`src/rtl/vstep_pkg.sv`:
```
package vstep_pkg;

    localparam int REG_W  = 7;
    localparam int SPR_AW = 10;
    localparam int SPR_DW = 32;

    localparam logic [SPR_AW-1:0] SPR_STEP = SPR_AW'(704);
    localparam logic [SPR_AW-1:0] SPR_SAVE = SPR_AW'(720);

    typedef enum logic [2:0] {
        K_GEN    = 3'd0,
        K_SETVL  = 3'd1,
        K_BRANCH = 3'd2,
        K_MTMSR  = 3'd3,
        K_MFMSR  = 3'd4,
        K_MTSPR  = 3'd5,
        K_MFSPR  = 3'd6,
        K_OTHER  = 3'd7
    } kind_e;

    function automatic logic kind_extendable(logic [2:0] k);
        case (kind_e'(k))
            K_GEN, K_MTSPR, K_MFSPR: return 1'b1;
            default:                 return 1'b0;
        endcase
    endfunction

endpackage

```
`src/rtl/vstep_regcalc.sv`:
```
module vstep_regcalc #(
    parameter int REG_W = vstep_pkg::REG_W
) (
    input  logic [REG_W-1:0] base_i,
    input  logic [REG_W-1:0] step_i,
    input  logic             used_i,
    input  logic             vec_i,
    output logic [REG_W-1:0] eff_o,
    output logic             ovf_o
);
    logic [REG_W:0] sum;

    always_comb begin
        sum   = {1'b0, base_i} + (vec_i ? {1'b0, step_i} : '0);
        eff_o = used_i ? sum[REG_W-1:0] : '0;
        ovf_o = used_i & sum[REG_W];
    end
endmodule

```
`src/rtl/vstep_legal.sv`:
```
module vstep_legal #(
    parameter int NUM_OPS = 4
) (
    input  logic               valid_i,
    input  logic               prefixed_i,
    input  logic [2:0]         kind_i,
    input  logic [NUM_OPS-1:0] ovf_i,
    output logic               ill_o
);
    always_comb begin
        ill_o = valid_i & prefixed_i &
                (~vstep_pkg::kind_extendable(kind_i) | (|ovf_i));
    end
endmodule

```
`src/rtl/vstep_sprport.sv`:
```
module vstep_sprport #(
    parameter int REG_W  = vstep_pkg::REG_W,
    parameter int SPR_AW = vstep_pkg::SPR_AW,
    parameter int SPR_DW = vstep_pkg::SPR_DW
) (
    input  logic               ren_i,
    input  logic               wen_i,
    input  logic [SPR_AW-1:0]  addr_i,
    input  logic               priv_i,
    input  logic [2*REG_W-1:0] cur_i,
    input  logic [2*REG_W-1:0] save_i,
    output logic [SPR_DW-1:0]  rdata_o,
    output logic               ill_o
);
    logic hit_cur;
    logic hit_save;

    always_comb begin
        hit_cur  = (addr_i == vstep_pkg::SPR_STEP);
        hit_save = (addr_i == vstep_pkg::SPR_SAVE);
        ill_o    = (ren_i | wen_i) & hit_save & ~priv_i;
        rdata_o  = '0;
        if (ren_i && hit_cur) begin
            rdata_o[2*REG_W-1:0] = cur_i;
        end else if (ren_i && hit_save && priv_i) begin
            rdata_o[2*REG_W-1:0] = save_i;
        end
    end
endmodule

```
`src/rtl/vstep_ctx.sv`:
```
module vstep_ctx #(
    parameter int REG_W  = vstep_pkg::REG_W,
    parameter int SPR_AW = vstep_pkg::SPR_AW,
    parameter int SPR_DW = vstep_pkg::SPR_DW
) (
    input  logic               clk,
    input  logic               rst_n,
    input  logic               adv_i,
    input  logic               exc_take_i,
    input  logic               exc_return_i,
    input  logic               spr_wen_i,
    input  logic [SPR_AW-1:0]  spr_addr_i,
    input  logic [SPR_DW-1:0]  spr_wdata_i,
    input  logic               spr_priv_i,
    output logic [REG_W-1:0]   step_o,
    output logic [REG_W-1:0]   vl_o,
    output logic [2*REG_W-1:0] save_o,
    output logic               last_o
);
    typedef struct packed {
        logic [REG_W-1:0] vl;
        logic [REG_W-1:0] step;
    } st_t;

    typedef struct packed {
        st_t cur;
        st_t save;
    } regs_t;

    regs_t          r_d, r_q;
    logic           wr_cur, wr_save;
    logic [REG_W:0] nxt;
    logic           unused_hi;

    assign unused_hi = ^spr_wdata_i[SPR_DW-1:2*REG_W];

    always_comb begin
        r_d     = r_q;
        wr_cur  = spr_wen_i && (spr_addr_i == vstep_pkg::SPR_STEP);
        wr_save = spr_wen_i && (spr_addr_i == vstep_pkg::SPR_SAVE) && spr_priv_i;
        nxt     = {1'b0, r_q.cur.step} + (REG_W+1)'(1);
        last_o  = (nxt >= {1'b0, r_q.cur.vl});
        if (exc_take_i) begin
            r_d.save = r_q.cur;
        end else begin
            if (wr_save) begin
                r_d.save = st_t'(spr_wdata_i[2*REG_W-1:0]);
            end
            if (exc_return_i) begin
                r_d.cur = r_q.save;
            end else if (wr_cur) begin
                r_d.cur = st_t'(spr_wdata_i[2*REG_W-1:0]);
            end else if (adv_i) begin
                r_d.cur.step = last_o ? '0 : nxt[REG_W-1:0];
            end
        end
    end

    always_ff @(posedge clk) begin
        if (!rst_n) r_q <= '0;
        else        r_q <= r_d;
    end

    assign step_o = r_q.cur.step;
    assign vl_o   = r_q.cur.vl;
    assign save_o = r_q.save;

    p_step_inc_r1: assert property (@(posedge clk) disable iff (!rst_n)
        (adv_i && !exc_take_i && !exc_return_i && !wr_cur && !last_o)
        |=> (step_o == REG_W'($past(step_o) + 1'b1)));

    p_wrap_r3: assert property (@(posedge clk) disable iff (!rst_n)
        (adv_i && !exc_take_i && !exc_return_i && !wr_cur && last_o)
        |=> (step_o == '0));

    p_save_r5: assert property (@(posedge clk) disable iff (!rst_n)
        exc_take_i |=> (save_o == $past({vl_o, step_o})));

    p_restore_r5: assert property (@(posedge clk) disable iff (!rst_n)
        (exc_return_i && !exc_take_i) |=> ({vl_o, step_o} == $past(save_o)));
endmodule

```
`src/rtl/vstep_seq.sv`:
```
module vstep_seq #(
    parameter int NUM_OPS = 4,
    parameter int REG_W   = vstep_pkg::REG_W,
    parameter int SPR_AW  = vstep_pkg::SPR_AW,
    parameter int SPR_DW  = vstep_pkg::SPR_DW
) (
    input  logic                     clk,
    input  logic                     rst_n,
    input  logic                     instr_valid,
    input  logic                     instr_prefixed,
    input  logic [2:0]               instr_kind,
    input  logic [NUM_OPS*REG_W-1:0] op_base,
    input  logic [NUM_OPS-1:0]       op_isvec,
    input  logic [NUM_OPS-1:0]       op_used,
    input  logic                     elem_done,
    input  logic                     exc_take,
    input  logic                     exc_return,
    input  logic                     spr_wen,
    input  logic                     spr_ren,
    input  logic [SPR_AW-1:0]        spr_addr,
    input  logic [SPR_DW-1:0]        spr_wdata,
    input  logic                     spr_priv,
    output logic                     elem_valid,
    output logic [REG_W-1:0]         elem_idx,
    output logic [NUM_OPS*REG_W-1:0] eff_regs,
    output logic                     pc_advance,
    output logic                     illegal,
    output logic [SPR_DW-1:0]        spr_rdata
);
    logic [REG_W-1:0]   step_q, vl_q;
    logic [2*REG_W-1:0] save_q;
    logic               last_elem;
    logic [NUM_OPS-1:0] ovf;
    logic               instr_ill, spr_ill;
    logic               vec_mode, vl_zero, done_ok, adv;

    for (genvar gi = 0; gi < NUM_OPS; gi++) begin : g_op
        vstep_regcalc #(.REG_W(REG_W)) u_calc (
            .base_i (op_base[gi*REG_W +: REG_W]),
            .step_i (step_q),
            .used_i (op_used[gi]),
            .vec_i  (op_isvec[gi] & instr_prefixed),
            .eff_o  (eff_regs[gi*REG_W +: REG_W]),
            .ovf_o  (ovf[gi])
        );
    end

    vstep_legal #(.NUM_OPS(NUM_OPS)) u_legal (
        .valid_i    (instr_valid),
        .prefixed_i (instr_prefixed),
        .kind_i     (instr_kind),
        .ovf_i      (ovf),
        .ill_o      (instr_ill)
    );

    always_comb begin
        vec_mode   = instr_valid & instr_prefixed;
        vl_zero    = (vl_q == '0);
        elem_valid = instr_valid & ~instr_ill & ~(vec_mode & vl_zero);
        done_ok    = elem_valid & elem_done & ~exc_take;
        adv        = done_ok & vec_mode;
        pc_advance = ~exc_take & instr_valid & ~instr_ill &
                     ((vec_mode & vl_zero) | (done_ok & (~vec_mode | last_elem)));
        illegal    = instr_ill | spr_ill;
        elem_idx   = step_q;
    end

    vstep_ctx #(.REG_W(REG_W), .SPR_AW(SPR_AW), .SPR_DW(SPR_DW)) u_ctx (
        .clk          (clk),
        .rst_n        (rst_n),
        .adv_i        (adv),
        .exc_take_i   (exc_take),
        .exc_return_i (exc_return),
        .spr_wen_i    (spr_wen),
        .spr_addr_i   (spr_addr),
        .spr_wdata_i  (spr_wdata),
        .spr_priv_i   (spr_priv),
        .step_o       (step_q),
        .vl_o         (vl_q),
        .save_o       (save_q),
        .last_o       (last_elem)
    );

    vstep_sprport #(.REG_W(REG_W), .SPR_AW(SPR_AW), .SPR_DW(SPR_DW)) u_spr (
        .ren_i   (spr_ren),
        .wen_i   (spr_wen),
        .addr_i  (spr_addr),
        .priv_i  (spr_priv),
        .cur_i   ({vl_q, step_q}),
        .save_i  (save_q),
        .rdata_o (spr_rdata),
        .ill_o   (spr_ill)
    );

    p_ill_blocks_r8: assert property (@(posedge clk) disable iff (!rst_n)
        instr_ill |-> (!elem_valid && !pc_advance));

    p_vl0_pc_r4: assert property (@(posedge clk) disable iff (!rst_n)
        (vec_mode && vl_zero && !instr_ill && !exc_take) |-> (pc_advance && !elem_valid));

    p_hold_r1: assert property (@(posedge clk) disable iff (!rst_n)
        (!elem_done && !exc_return && !spr_wen) |=> (elem_idx == $past(elem_idx)));

    p_priv_r7: assert property (@(posedge clk) disable iff (!rst_n)
        (spr_ren && spr_addr == vstep_pkg::SPR_SAVE && !spr_priv)
        |-> (illegal && spr_rdata == '0));
endmodule

```
`config.mk`:
```
export PLATFORM = sky130hd
export DESIGN_NAME = vstep_seq
export DESIGN_NICKNAME = d
export VERILOG_FILES = /design/src/rtl/vstep_pkg.sv /design/src/rtl/vstep_regcalc.sv /design/src/rtl/vstep_legal.sv /design/src/rtl/vstep_sprport.sv /design/src/rtl/vstep_ctx.sv /design/src/rtl/vstep_seq.sv
export SDC_FILE = /design/constraint.sdc
export NUM_CORES = 1
export LEC_CHECK = 0
export ABC_AREA = 1
export BUFFER_PORTS_ARGS = -buffer_cell sky130_fd_sc_hd__buf_2
export CAP_MARGIN = 10
export CORE_AREA = 2 2 73 126
export DETAILED_ROUTE_END_ITERATION = 8
export DIE_AREA = 0 0 75 128
export GPL_ROUTABILITY_DRIVEN = 0
export PLACE_DENSITY = 0.78
export SETUP_SLACK_MARGIN = 0.02
export SLEW_MARGIN = 10
export SYNTH_ARGS = -nofsm -noshare
export SYNTH_HDL_FRONTEND = slang
export SYNTH_SLANG_ARGS = --single-unit
```
`constraint.sdc`:
```
create_clock -name clk -period 2.1 [get_ports clk]
set_input_delay 0.105 -clock clk [delete_from_list [all_inputs] [get_ports clk]]
set_output_delay 0.105 -clock clk [all_outputs]
set_load 0.1 [all_outputs]
```
==> impl_metrics.yaml, run 1 <==
status:
  outcome: "finished with violations"
  violations: "negative setup slack"
drt:
  drt-wirelength-per-cell_um: 19.8
  drc: 0
  dr.pass1.iters: 7
  drt-vias-per-instance: 5.89
  vias: 5509
  ant_nets: 0
  wirelength_um: 18500
  first_iter_violations: 447
floorplan:
  die-height_um: 128
  io_pins: 161
  rows: 45
  die_w_um: 75
  core_area_mm2: 0.00861
  initial_core_util: 0.437
  die_area_mm2: 0.00960
worst_setup_path:
  crit_path_start_kind: "flop"
  crit_path_frequent_cell: "nand2_2"
  slowest_delay_ns: 0.38
  path_delay_family: "simple AND/OR/NAND/NOR gates"
  required_ns: 2.00
  crit_path_end_kind: "output pin"
  critPathKind: "flop to output pin"
  cp_cell_sequence: "clkinvlp_4, nor2_4, ha_4, nand2_1, nand2_2, nor2_1, nand2_2, nand2_2, nand3_4, o21ai_4, nand2_4, nor3_4, buf_12"
  crit_arrival_ns: 2.83
  crit_fanout: 6
  worstPathBufferInverterCount: 2
  crit_slowest_cell: "dfxtp_4"
placed_design:
  detailed_place_hpwl_um: 11000
  port_buffers: 124
  dp_slack_ns: -0.316
timing:
  maxSlewHeadroom: 0.599
  grt_setup_unrepaired: "true"
  fin_crit_ns: 2.94
  setup_ws_ns: -0.838
  fin_worst_skew_ns: 0.00290
  fmax_mhz: 340
  totalNegativeSetupSlack_ns: -13.57
  fin_hold_ws_ns: 0.108
  timing.final.max_slew_violations: 0
  tightest_slew_ns: 0.595
  hold_viol: 0
  finalSetupViolCount: 33
  fin_crit_sh: 1.40
clock_network:
  cts_tree: "built"
  clockRootBuffer: "clkbuf_16"
  cts_buffers: 3
  clk_latency_ns: 0.27
  h-tree-depth: 1
  clock-sinks: 28
  clkTransAtPathRegs_ns: 0.07
  clk_path_buf_depth: 2
grt:
  grt.met2_usage: 0.576
  grt.overflow.total: 0
  grt_util_all_layers: 0.311
  use_met1: 0.305
  grt_max_degree: 29
  use_met3: 0.0346
  antenna_found_initial: 0
  busiest_layer: "met2"
  grt_pass1_wl_um: 23600
  grt_pass1_vias: 5265
yosys:
  ys_seq_area_frac: 0.149
  postSynthCellCount: 613
  yosys_warnings: 0
  synth-seq-cells: 28
  yosysUniqueCellTypes: 43
  synth_top_area_frac: 0.149
  yosys-top-cells-area: "dfxtp_1, nand2_1, ha_1, inv_1, nor2_1"
  syn_area_mm2: 0.00376
  yosysTopAreaCell: "dfxtp_1"
  avgSynthCellArea_um2: 6.14
power:
  power_switching_mw: 1.49
  p_comb_frac: 0.632
  p_leak_nw: 3.25
  ir_drop_mv: 0.559
  switching_share: 0.500
  p_per_area_mw_per_mm2: 432
  finalPower_mw: 2.98
  seqPwrFrac: 0.204
  power.internal_mw: 1.49
  clkPwrFrac: 0.164
final_layout:
  syn_to_final_growth_pct: 83.2
  n_fill_cell: 479
  finalNetCount: 951
  drive_gt1_frac: 0.515
  antennaDiodeCount: 0
min_path:
  hold_path_class: "input pin to flop"
run:
  drv_cap: 0
## sequential cells by signal, summed over array words and instances (netlist names)
name / flops
u_ctx.save_o: 14
u_ctx.step_o: 7
u_ctx.vl_o: 7
## synth_stat cells
master and count:
and3_1 1, nor2_2 2, xor2_1 10, nand3_4 1, a21oi_1 35, clkbuf_4 1, a21boi_0 1, o22ai_1 14
nand4_1 4, nor3_2 1, o21bai_1 2, or2_1 1, clkinv_1 2, a31oi_1 26, nand2_2 7, nand3_1 25
nand2_4 1, conb_1 1, clkbuf_8 1, inv_2 2, o21ai_1 13, buf_6 4, nand2_1 144, ha_1 36
buf_4 21, clkbuf_1 8, nand3_2 8, inv_1 86, nor2_4 3, dfxtp_1 28, nor2_1 72, o21ai_2 1
clkinv_2 1, a21o_1 2, a21oi_2 3, fa_1 4, nor3_1 1, nor2b_2 1, buf_2 3, o31a_1 1
o21ai_0 31, nand4_4 1, nand3b_1 3
## per-layer routing
layer | wire length, µm | vias up
met1 | 6070 | 2559
met5 | 0 | -
met4 | 1480 | 0
met3 | 1570 | 143
li1 | - | 2374
met2 | 9400 | 433
## metrics by stage
step | util | area, µm² | instances
after floorplan | - | 4250 | 630
after detailed placement | 0.682 | 5880 | 905
after CTS | 0.741 | 6390 | 922
after global routing | 0.800 | 6890 | 936
final | 0.800 | 6890 | 936
after global placement | 0.682 | 5880 | 905
## what timing repair did
action | CTS | global route
gates cloned | 0 | 1
resized for setup | 93 | 86
pin swaps | 45 | 40
hold buffers | 0 | 0
buffers inserted | 16 | 22
endpoints found under the setup margin | 32 | 32
## cells in the final DEF (no fill, tap or decap), types with 3 or more instances in the layout
cell and instances:
xor2_1 4, inv_2 14, nand3_4 5, buf_2 83, a31oi_4 4, dfxtp_1 21
nand3_1 17, clkinvlp_4 6, a31oi_1 22, nand3_2 12, o21ai_2 6, ha_4 12
ha_1 22, nor2_1 40, nand3b_1 3, o21ai_4 9, fa_2 4, o21ai_0 16
nand2_2 24, nand2_1 122, nor2_2 8, xor2_2 6, a21oi_1 16, clkbuf_16 3
nand2_4 6, dfxtp_4 7, nor2_4 29, a21oi_2 10, inv_1 68, conb_1 18
a21oi_4 12, nand4_1 4, o22ai_2 13, buf_12 41, o21ai_1 14, buf_4 81
buf_6 17
## tightest hold or removal path, stage by stage
cell     delay [ns]
buf_2          0.10
nand2_1        0.05
a31oi_1        0.07
## kinds of logic (layout without fill, tap and decap cells)
group / Yosys count / after routing / share of synthesized area
compound gates: 129 / 129 / 0.193
xor+xnor: 10 / 10 / 0.0233
fa+ha+maj: 40 / 40 / 0.141
buf+inv: 129 / 317 / 0.163
flops: 28 / 28 / 0.149
other cells: 1 / 18 / 0.000997
simple gates: 276 / 277 / 0.330
## path summary, 6_finish.rpt
check                    end        startpoint  cells after the start  slack, ns
max               pc_advance   u_ctx.step_o[4]                     13      -0.84
min            u_ctx.vl_o[5]     spr_wdata[12]                      3       0.11
max reg2reg  u_ctx.step_o[5]   u_ctx.step_o[4]                     14      -0.75
min reg2reg    u_ctx.vl_o[3]  u_ctx.save_o[10]                      2       0.49
## layout make-up
| class | instances | area [µm²] | area share |
|---|---|---|---|
| clock buffer | 4 | 88.8 | 0.0129 |
| inverter | 91 | 367 | 0.0532 |
| multi-input combinational | 474 | 3670 | 0.532 |
| sequential | 28 | 587 | 0.0851 |
| tap | 117 | 146 | 0.0212 |
| timing repair buffer | 222 | 2040 | 0.295 |
## power groups by stage
stage / sequential [mW] / clock, mW / combinational, mW
global placement: 0.611 / 0 / 1.55
CTS: 0.602 / 0.483 / 1.69
floorplan: 0.681 / 0 / 1.03
finish: 0.608 / 0.487 / 1.88
detailed placement: 0.614 / 0 / 1.59
global route: 0.611 / 0.493 / 1.97
Power figures use the tool's default switching activity.
==> inputs of run 2 (changes only) <==
--- a/config.mk
+++ b/config.mk
@@ -8,11 +8,11 @@
 export ABC_AREA = 1
 export BUFFER_PORTS_ARGS = -buffer_cell sky130_fd_sc_hd__buf_2
 export CAP_MARGIN = 10
-export CORE_AREA = 2 2 73 126
+export CORE_AREA = 3 3 96 98
 export DETAILED_ROUTE_END_ITERATION = 8
-export DIE_AREA = 0 0 75 128
+export DIE_AREA = 0 0 99 101
 export GPL_ROUTABILITY_DRIVEN = 0
-export PLACE_DENSITY = 0.78
+export PLACE_DENSITY = 0.79
 export SETUP_SLACK_MARGIN = 0.02
 export SLEW_MARGIN = 10
 export SYNTH_ARGS = -nofsm -noshare
==> run 2 against run 1 <==
The run still ends with negative setup slack left. Die area is 4.2% higher. Sequential cell count stayed put. Critical path depth is 1 higher. Clock skew is 0.0049 ns higher. Via count is 3.9% lower. Hold slack worse by 0.025 ns. Wire length is 5.2% lower. Non-clock buffer count is 10 lower. Combinational power is 2% lower.
==> impl_metrics.yaml, run 2 (synthesis results as in run 1) <==
drt:
  wirelength_um: 17600
  drt-wirelength-per-cell_um: 19.1
  drt-vias-per-instance: 5.77
  vias: 5294
  drc: 0
  first_iter_violations: 467
  dr.pass1.iters: 5
  ant_nets: 0
status:
  violations: "negative setup slack"
  outcome: "finished with violations"
power:
  seqPwrFrac: 0.220
  switching_share: 0.523
  power.internal_mw: 1.32
  clkPwrFrac: 0.115
  p_leak_nw: 3.17
  finalPower_mw: 2.77
  p_comb_frac: 0.665
  p_per_area_mw_per_mm2: 410
  power_switching_mw: 1.45
  ir_drop_mv: 0.317
final_layout:
  layout_commonest_cell: "nand2_1"
  layout.area.seq_um2: 587
  n_fill_cell: 504
  multi_input_area_mm2: 0.00366
  syn_to_final_growth_pct: 79.2
  finalNetCount: 941
  design_area_mm2: 0.00674
  fin_cells: 917
  antennaDiodeCount: 0
  drive_gt1_frac: 0.518
  final_cell_mix: "nand2_1, buf_2, buf_4"
  largest_reg_flops: 14
floorplan:
  die_w_um: 99
  io_pins: 161
  core_area_mm2: 0.00855
  initial_core_util: 0.440
  rows: 34
  die_area_mm2: 0.0100
  die-height_um: 101
worst_setup_path:
  required_ns: 2.00
  crit_path_start_kind: "flop"
  critPathKind: "flop to output pin"
  crit_fanout: 5
  r2r_end: "u_ctx.step_o[0]"
  r2r_slack_ns: -0.50
  reg2reg_from: "u_ctx.step_o[1]"
  crit_path_end_kind: "output pin"
  r2r_cells: 15
  crit_arrival_ns: 2.58
timing:
  setup_ws_ns: -0.588
  hold_viol: 0
  fmax_mhz: 372
  timing.final.max_slew_violations: 0
  fin_crit_sh: 1.28
  finalSetupViolCount: 33
  fin_worst_skew_ns: 0.00778
  maxSlewHeadroom: 0.664
  grt_setup_unrepaired: "true"
  fin_crit_ns: 2.69
  tightest_slew_ns: 0.503
min_path:
  min_delay_worst_endpoint: "u_ctx.vl_o[2]"
  hold_path_class: "input pin to flop"
  min_path_cells: 3
  min_from: "spr_wdata[9]"
clock_network:
  clockRootBuffer: "clkbuf_8"
  clkTransAtPathRegs_ns: 0.10
  cts_tree: "built"
  cts_buffers: 3
  clock-sinks: 28
  clk_latency_ns: 0.29
  clk_path_buf_depth: 2
  h-tree-depth: 1
run:
  drv_cap: 0
grt:
  grt_util_all_layers: 0.291
  grt_pass1_wl_um: 24000
  grt.overflow.total: 0
  antenna_found_initial: 0
  grt_pass1_vias: 5228
  grt_max_degree: 29
placed_design:
  dpl-instance-area_mm2: 0.00587
  detailed_place_hpwl_um: 10700
  dp_cells: 897
  port_buffers: 124
-- run 2: changes by cell type in the layout (fill, tap and decap cells not counted), moves of 3 or more --
cell       change
a21oi_1        -7
a21oi_2        +7
buf_6          -6
buf_4          -5
nand2_1        +4
nand3_2        +4
clkbuf_16      -3
ha_1           -3
ha_2           +3
nor2_2         +3
o21ai_4        -3
-- run 2: timing repair --
action,in CTS,in global routing
resized for setup,88,82
gates cloned,1,0
setup endpoints to repair,30,30
endpoints found under the hold margin,0,0
setup buffers,11,10
hold buffers,0,0
pin swaps,34,46
-- run 2: routing by layer --
metal  part of all wire  track usage
met5                  0            0
met4              0.075        0.149
met3              0.082       0.0367
met2               0.50        0.558
met1               0.34        0.309
-- run 2: worst max path at each step --
stage / start / endpoint / slack, ns / cells after the start
finish: u_ctx.step_o[1] / illegal / -0.59 / 14
global placement: u_ctx.step_o[4] / u_ctx.step_o[2] / -0.14 / 14
detailed placement: u_ctx.step_o[4] / u_ctx.step_o[5] / -0.22 / 14
CTS: u_ctx.step_o[6] / pc_advance / -0.42 / 12
floorplan: u_ctx.step_o[0] / pc_advance / -0.76 / 11
global route: u_ctx.step_o[1] / pc_advance / -0.71 / 13
-- run 2: power by group through the flow --
| stage | Clock (mW) | Combinational (mW) | Sequential [mW] |
|---|---|---|---|
| after global placement | 0 | 1.55 | 0.609 |
| after detailed placement | 0 | 1.59 | 0.613 |
| final | 0.318 | 1.84 | 0.608 |
| after floorplan | 0 | 1.03 | 0.681 |
| after global routing | 0.340 | 1.92 | 0.613 |
| after CTS | 0.320 | 1.69 | 0.602 |
-- run 2: final cells by class --
| class | count | area share |
|---|---|---|
| Multi-Input combinational cell | 474 | 0.543 |
| Timing Repair Buffer | 212 | 0.289 |
| Sequential cell | 28 | 0.0870 |
| Inverter | 91 | 0.0540 |
| Tap cell | 108 | 0.0200 |
| Clock buffer | 4 | 0.00668 |
-- run 2: stage by stage --
step | worst slack, ns | utilization | setup TNS, ns | hold slack, ns
after floorplan | -0.763 | - | -7.90 | 0.265
after global placement | -0.143 | 0.687 | -1.53 | 0.385
after detailed placement | -0.222 | 0.687 | -2.55 | 0.394
after CTS | -0.425 | 0.743 | -5.30 | 0.0877
after global routing | -0.707 | 0.788 | -14.47 | 0.101
final | -0.588 | 0.788 | -11.65 | 0.0839
-- run 2: worst max-delay path, cell delays in order (launching register included) --
cell and delay, ns:
dfxtp_4 0.43, clkinvlp_4 0.26, nor2_4 0.18, ha_1 0.26
nand3_1 0.13, nand2_2 0.09, nand2_2 0.07, nand2_1 0.06
nand2_2 0.08, nand3_4 0.10, o21ai_4 0.18, buf_6 0.12
buf_6 0.10, o21ai_4 0.06, buf_12 0.17
==> inputs of run 3 (changes only) <==
--- a/config.mk
+++ b/config.mk
@@ -14,7 +14,7 @@
 export GPL_ROUTABILITY_DRIVEN = 0
 export PLACE_DENSITY = 0.79
 export SETUP_SLACK_MARGIN = 0.02
-export SLEW_MARGIN = 10
+export SLEW_MARGIN = 30
 export SYNTH_ARGS = -nofsm -noshare
 export SYNTH_HDL_FRONTEND = slang
 export SYNTH_SLANG_ARGS = --single-unit
==> constraint.sdc (replaced) <==
create_clock -name clk -period 2.1 [get_ports clk]
set_input_delay 0.525 -clock clk [delete_from_list [all_inputs] [get_ports clk]]
set_output_delay 0.525 -clock clk [all_outputs]
set_load 0.1 [all_outputs]
==> run 3 against run 2 <==
The flow finishes with violations (design-rule violations, negative setup slack). Fmax is 22% lower. Largest power group unchanged. Global-route usage is 8.2 points higher. Clock skew is 0.011 ns higher. Sequential cell count stayed put. Count of clock-buffer cells in the layout stayed put. Largest cell class unchanged.
==> impl_metrics.yaml, run 3 (synthesis results as in run 1) <==
power:
  p_leak_nw: 3.48
  p_per_area_mw_per_mm2: 416
  power_switching_mw: 1.67
  ir_drop_mv: 0.332
  finalPower_mw: 3.18
  seqPwrFrac: 0.194
  p_comb_frac: 0.672
  power.internal_mw: 1.51
  switching_share: 0.526
  clkPwrFrac: 0.134
timing:
  fin_crit_sh: 1.64
  fin_worst_skew_ns: 0.0186
  maxSlewHeadroom: 0.595
  fin_crit_ns: 3.45
  setup_ws_ns: -1.35
  grt_setup_unrepaired: "true"
  hold_viol: 0
  fin_hold_ws_ns: 0.506
  fmax_mhz: 290
  timing.final.max_slew_violations: 0
  tightest_slew_ns: 0.606
  finalSetupViolCount: 52
  totalNegativeSetupSlack_ns: -30.58
worst_setup_path:
  r2r_slack_ns: -0.75
  crit_slowest_cell: "o21bai_1"
  required_ns: 1.57
  critPathKind: "flop to output pin"
  crit_fanout: 5
  crit_path_start_kind: "flop"
  crit_path_end_kind: "output pin"
  cp_cell_sequence: "ha_4, ha_1, inv_1, o21bai_1, a21boi_2, nor2_2, nor2_4, nand3_2, a21oi_2, nor3_4, buf_12"
  slowest_delay_ns: 0.48
  r2r_end: "u_ctx.step_o[0]"
  crit_arrival_ns: 2.92
  r2r_cells: 13
  reg2reg_from: "u_ctx.step_o[0]"
floorplan:
  die_area_mm2: 0.0100
  die_w_um: 99
  die-height_um: 101
  initial_core_util: 0.440
  io_pins: 161
  rows: 34
  core_area_mm2: 0.00855
run:
  drv_cap: 0
final_layout:
  layout.area.seq_um2: 587
  multi_input_area_mm2: 0.00393
  n_fill_cell: 339
  finalNetCount: 990
  largest_reg_flops: 14
  fin_cells: 967
  syn_to_final_growth_pct: 103
  final_cell_mix: "nand2_1, buf_4, buf_2"
  drive_gt1_frac: 0.565
  layout_commonest_cell: "nand2_1"
grt:
  grt_pass1_vias: 6080
  grt_max_degree: 29
  grt_pass1_wl_um: 30000
  antenna_found_initial: 2
  grt.overflow.total: 0
  grt_util_all_layers: 0.373
placed_design:
  dp_slack_ns: -1.02
  dp_cells: 928
  detailed_place_hpwl_um: 11400
  port_buffers: 124
drt:
  dr.pass1.iters: 9
  drt-vias-per-instance: 6.47
  first_iter_violations: 760
  drt-wirelength-per-cell_um: 24.8
  vias: 6253
  wirelength_um: 23900
  drc: 67
  ant_nets: 0
min_path:
  min_delay_worst_endpoint: "u_ctx.vl_o[2]"
  hold_path_class: "input pin to flop"
  min_from: "spr_wdata[9]"
  min_path_cells: 3
clock_network:
  cts_buffers: 3
  clk_path_buf_depth: 2
  clock-sinks: 28
  clkTransAtPathRegs_ns: 0.13
  h-tree-depth: 1
  clk_latency_ns: 0.30
  cts_tree: "built"
  clockRootBuffer: "clkbuf_8"
status:
  outcome: "finished with violations"
  violations: "design-rule violations, negative setup slack"
run 3: per-layer routing:
layer | vias up | track usage | part of all wire
li1 | 2454 | - | -
met1 | 2802 | 0.382 | 0.31
met2 | 701 | 0.657 | 0.45
met3 | 294 | 0.0844 | 0.12
met4 | 2 | 0.285 | 0.12
met5 | - | 0 | 0.00050
run 3: power by group through the flow:
| stage | Combinational [mW] | Clock, mW | Sequential, mW |
|---|---|---|---|
| 2_1_floorplan | 1.06 | 0 | 0.681 |
| 3_3_place_gp | 1.63 | 0 | 0.611 |
| 3_5_place_dp | 1.68 | 0 | 0.613 |
| 4_1_cts | 1.83 | 0.404 | 0.604 |
| 5_1_grt | 2.19 | 0.419 | 0.617 |
| 6_report | 2.14 | 0.425 | 0.617 |
run 3: worst max-delay path: cells and delay by family (launching register included):
family	cells	cell delay, ns
flops	1	0.44
compound gates	3	0.79
fa+ha+maj	2	0.52
buf+inv	2	0.26
simple gates	4	0.60
run 3: through the flow:
stage | instance area, µm² | util
after floorplan | 4410 | -
after global placement | 6350 | 0.743
after detailed placement | 6350 | 0.743
after CTS | 7130 | 0.834
after global routing | 7630 | 0.893
final | 7630 | 0.893
run 3: worst max path at each step:
stage,endpoint,start
after floorplan,pc_advance,u_ctx.step_o[0]
after CTS,pc_advance,u_ctx.step_o[1]
final,pc_advance,u_ctx.step_o[0]
after global routing,pc_advance,u_ctx.step_o[0]
after detailed placement,eff_regs[13],instr_prefixed
after global placement,eff_regs[13],instr_prefixed
run 3: repair_timing:
item,4_1_cts,5_1_grt
pin swaps,43,37
gates cloned,2,0
resized for setup,130,85
hold buffers,0,0
endpoints found under the setup margin,52,52
endpoints found under the hold margin,0,0
buffers inserted,27,19
run 3: cell type report:
type                       count  share of cell area
inverter                      91              0.0493
antenna                        1            0.000328
tap                          108              0.0177
clock buffer                   4             0.00869
multi-input combinational    474               0.515
timing repair buffer         261               0.332
sequential                    28              0.0769
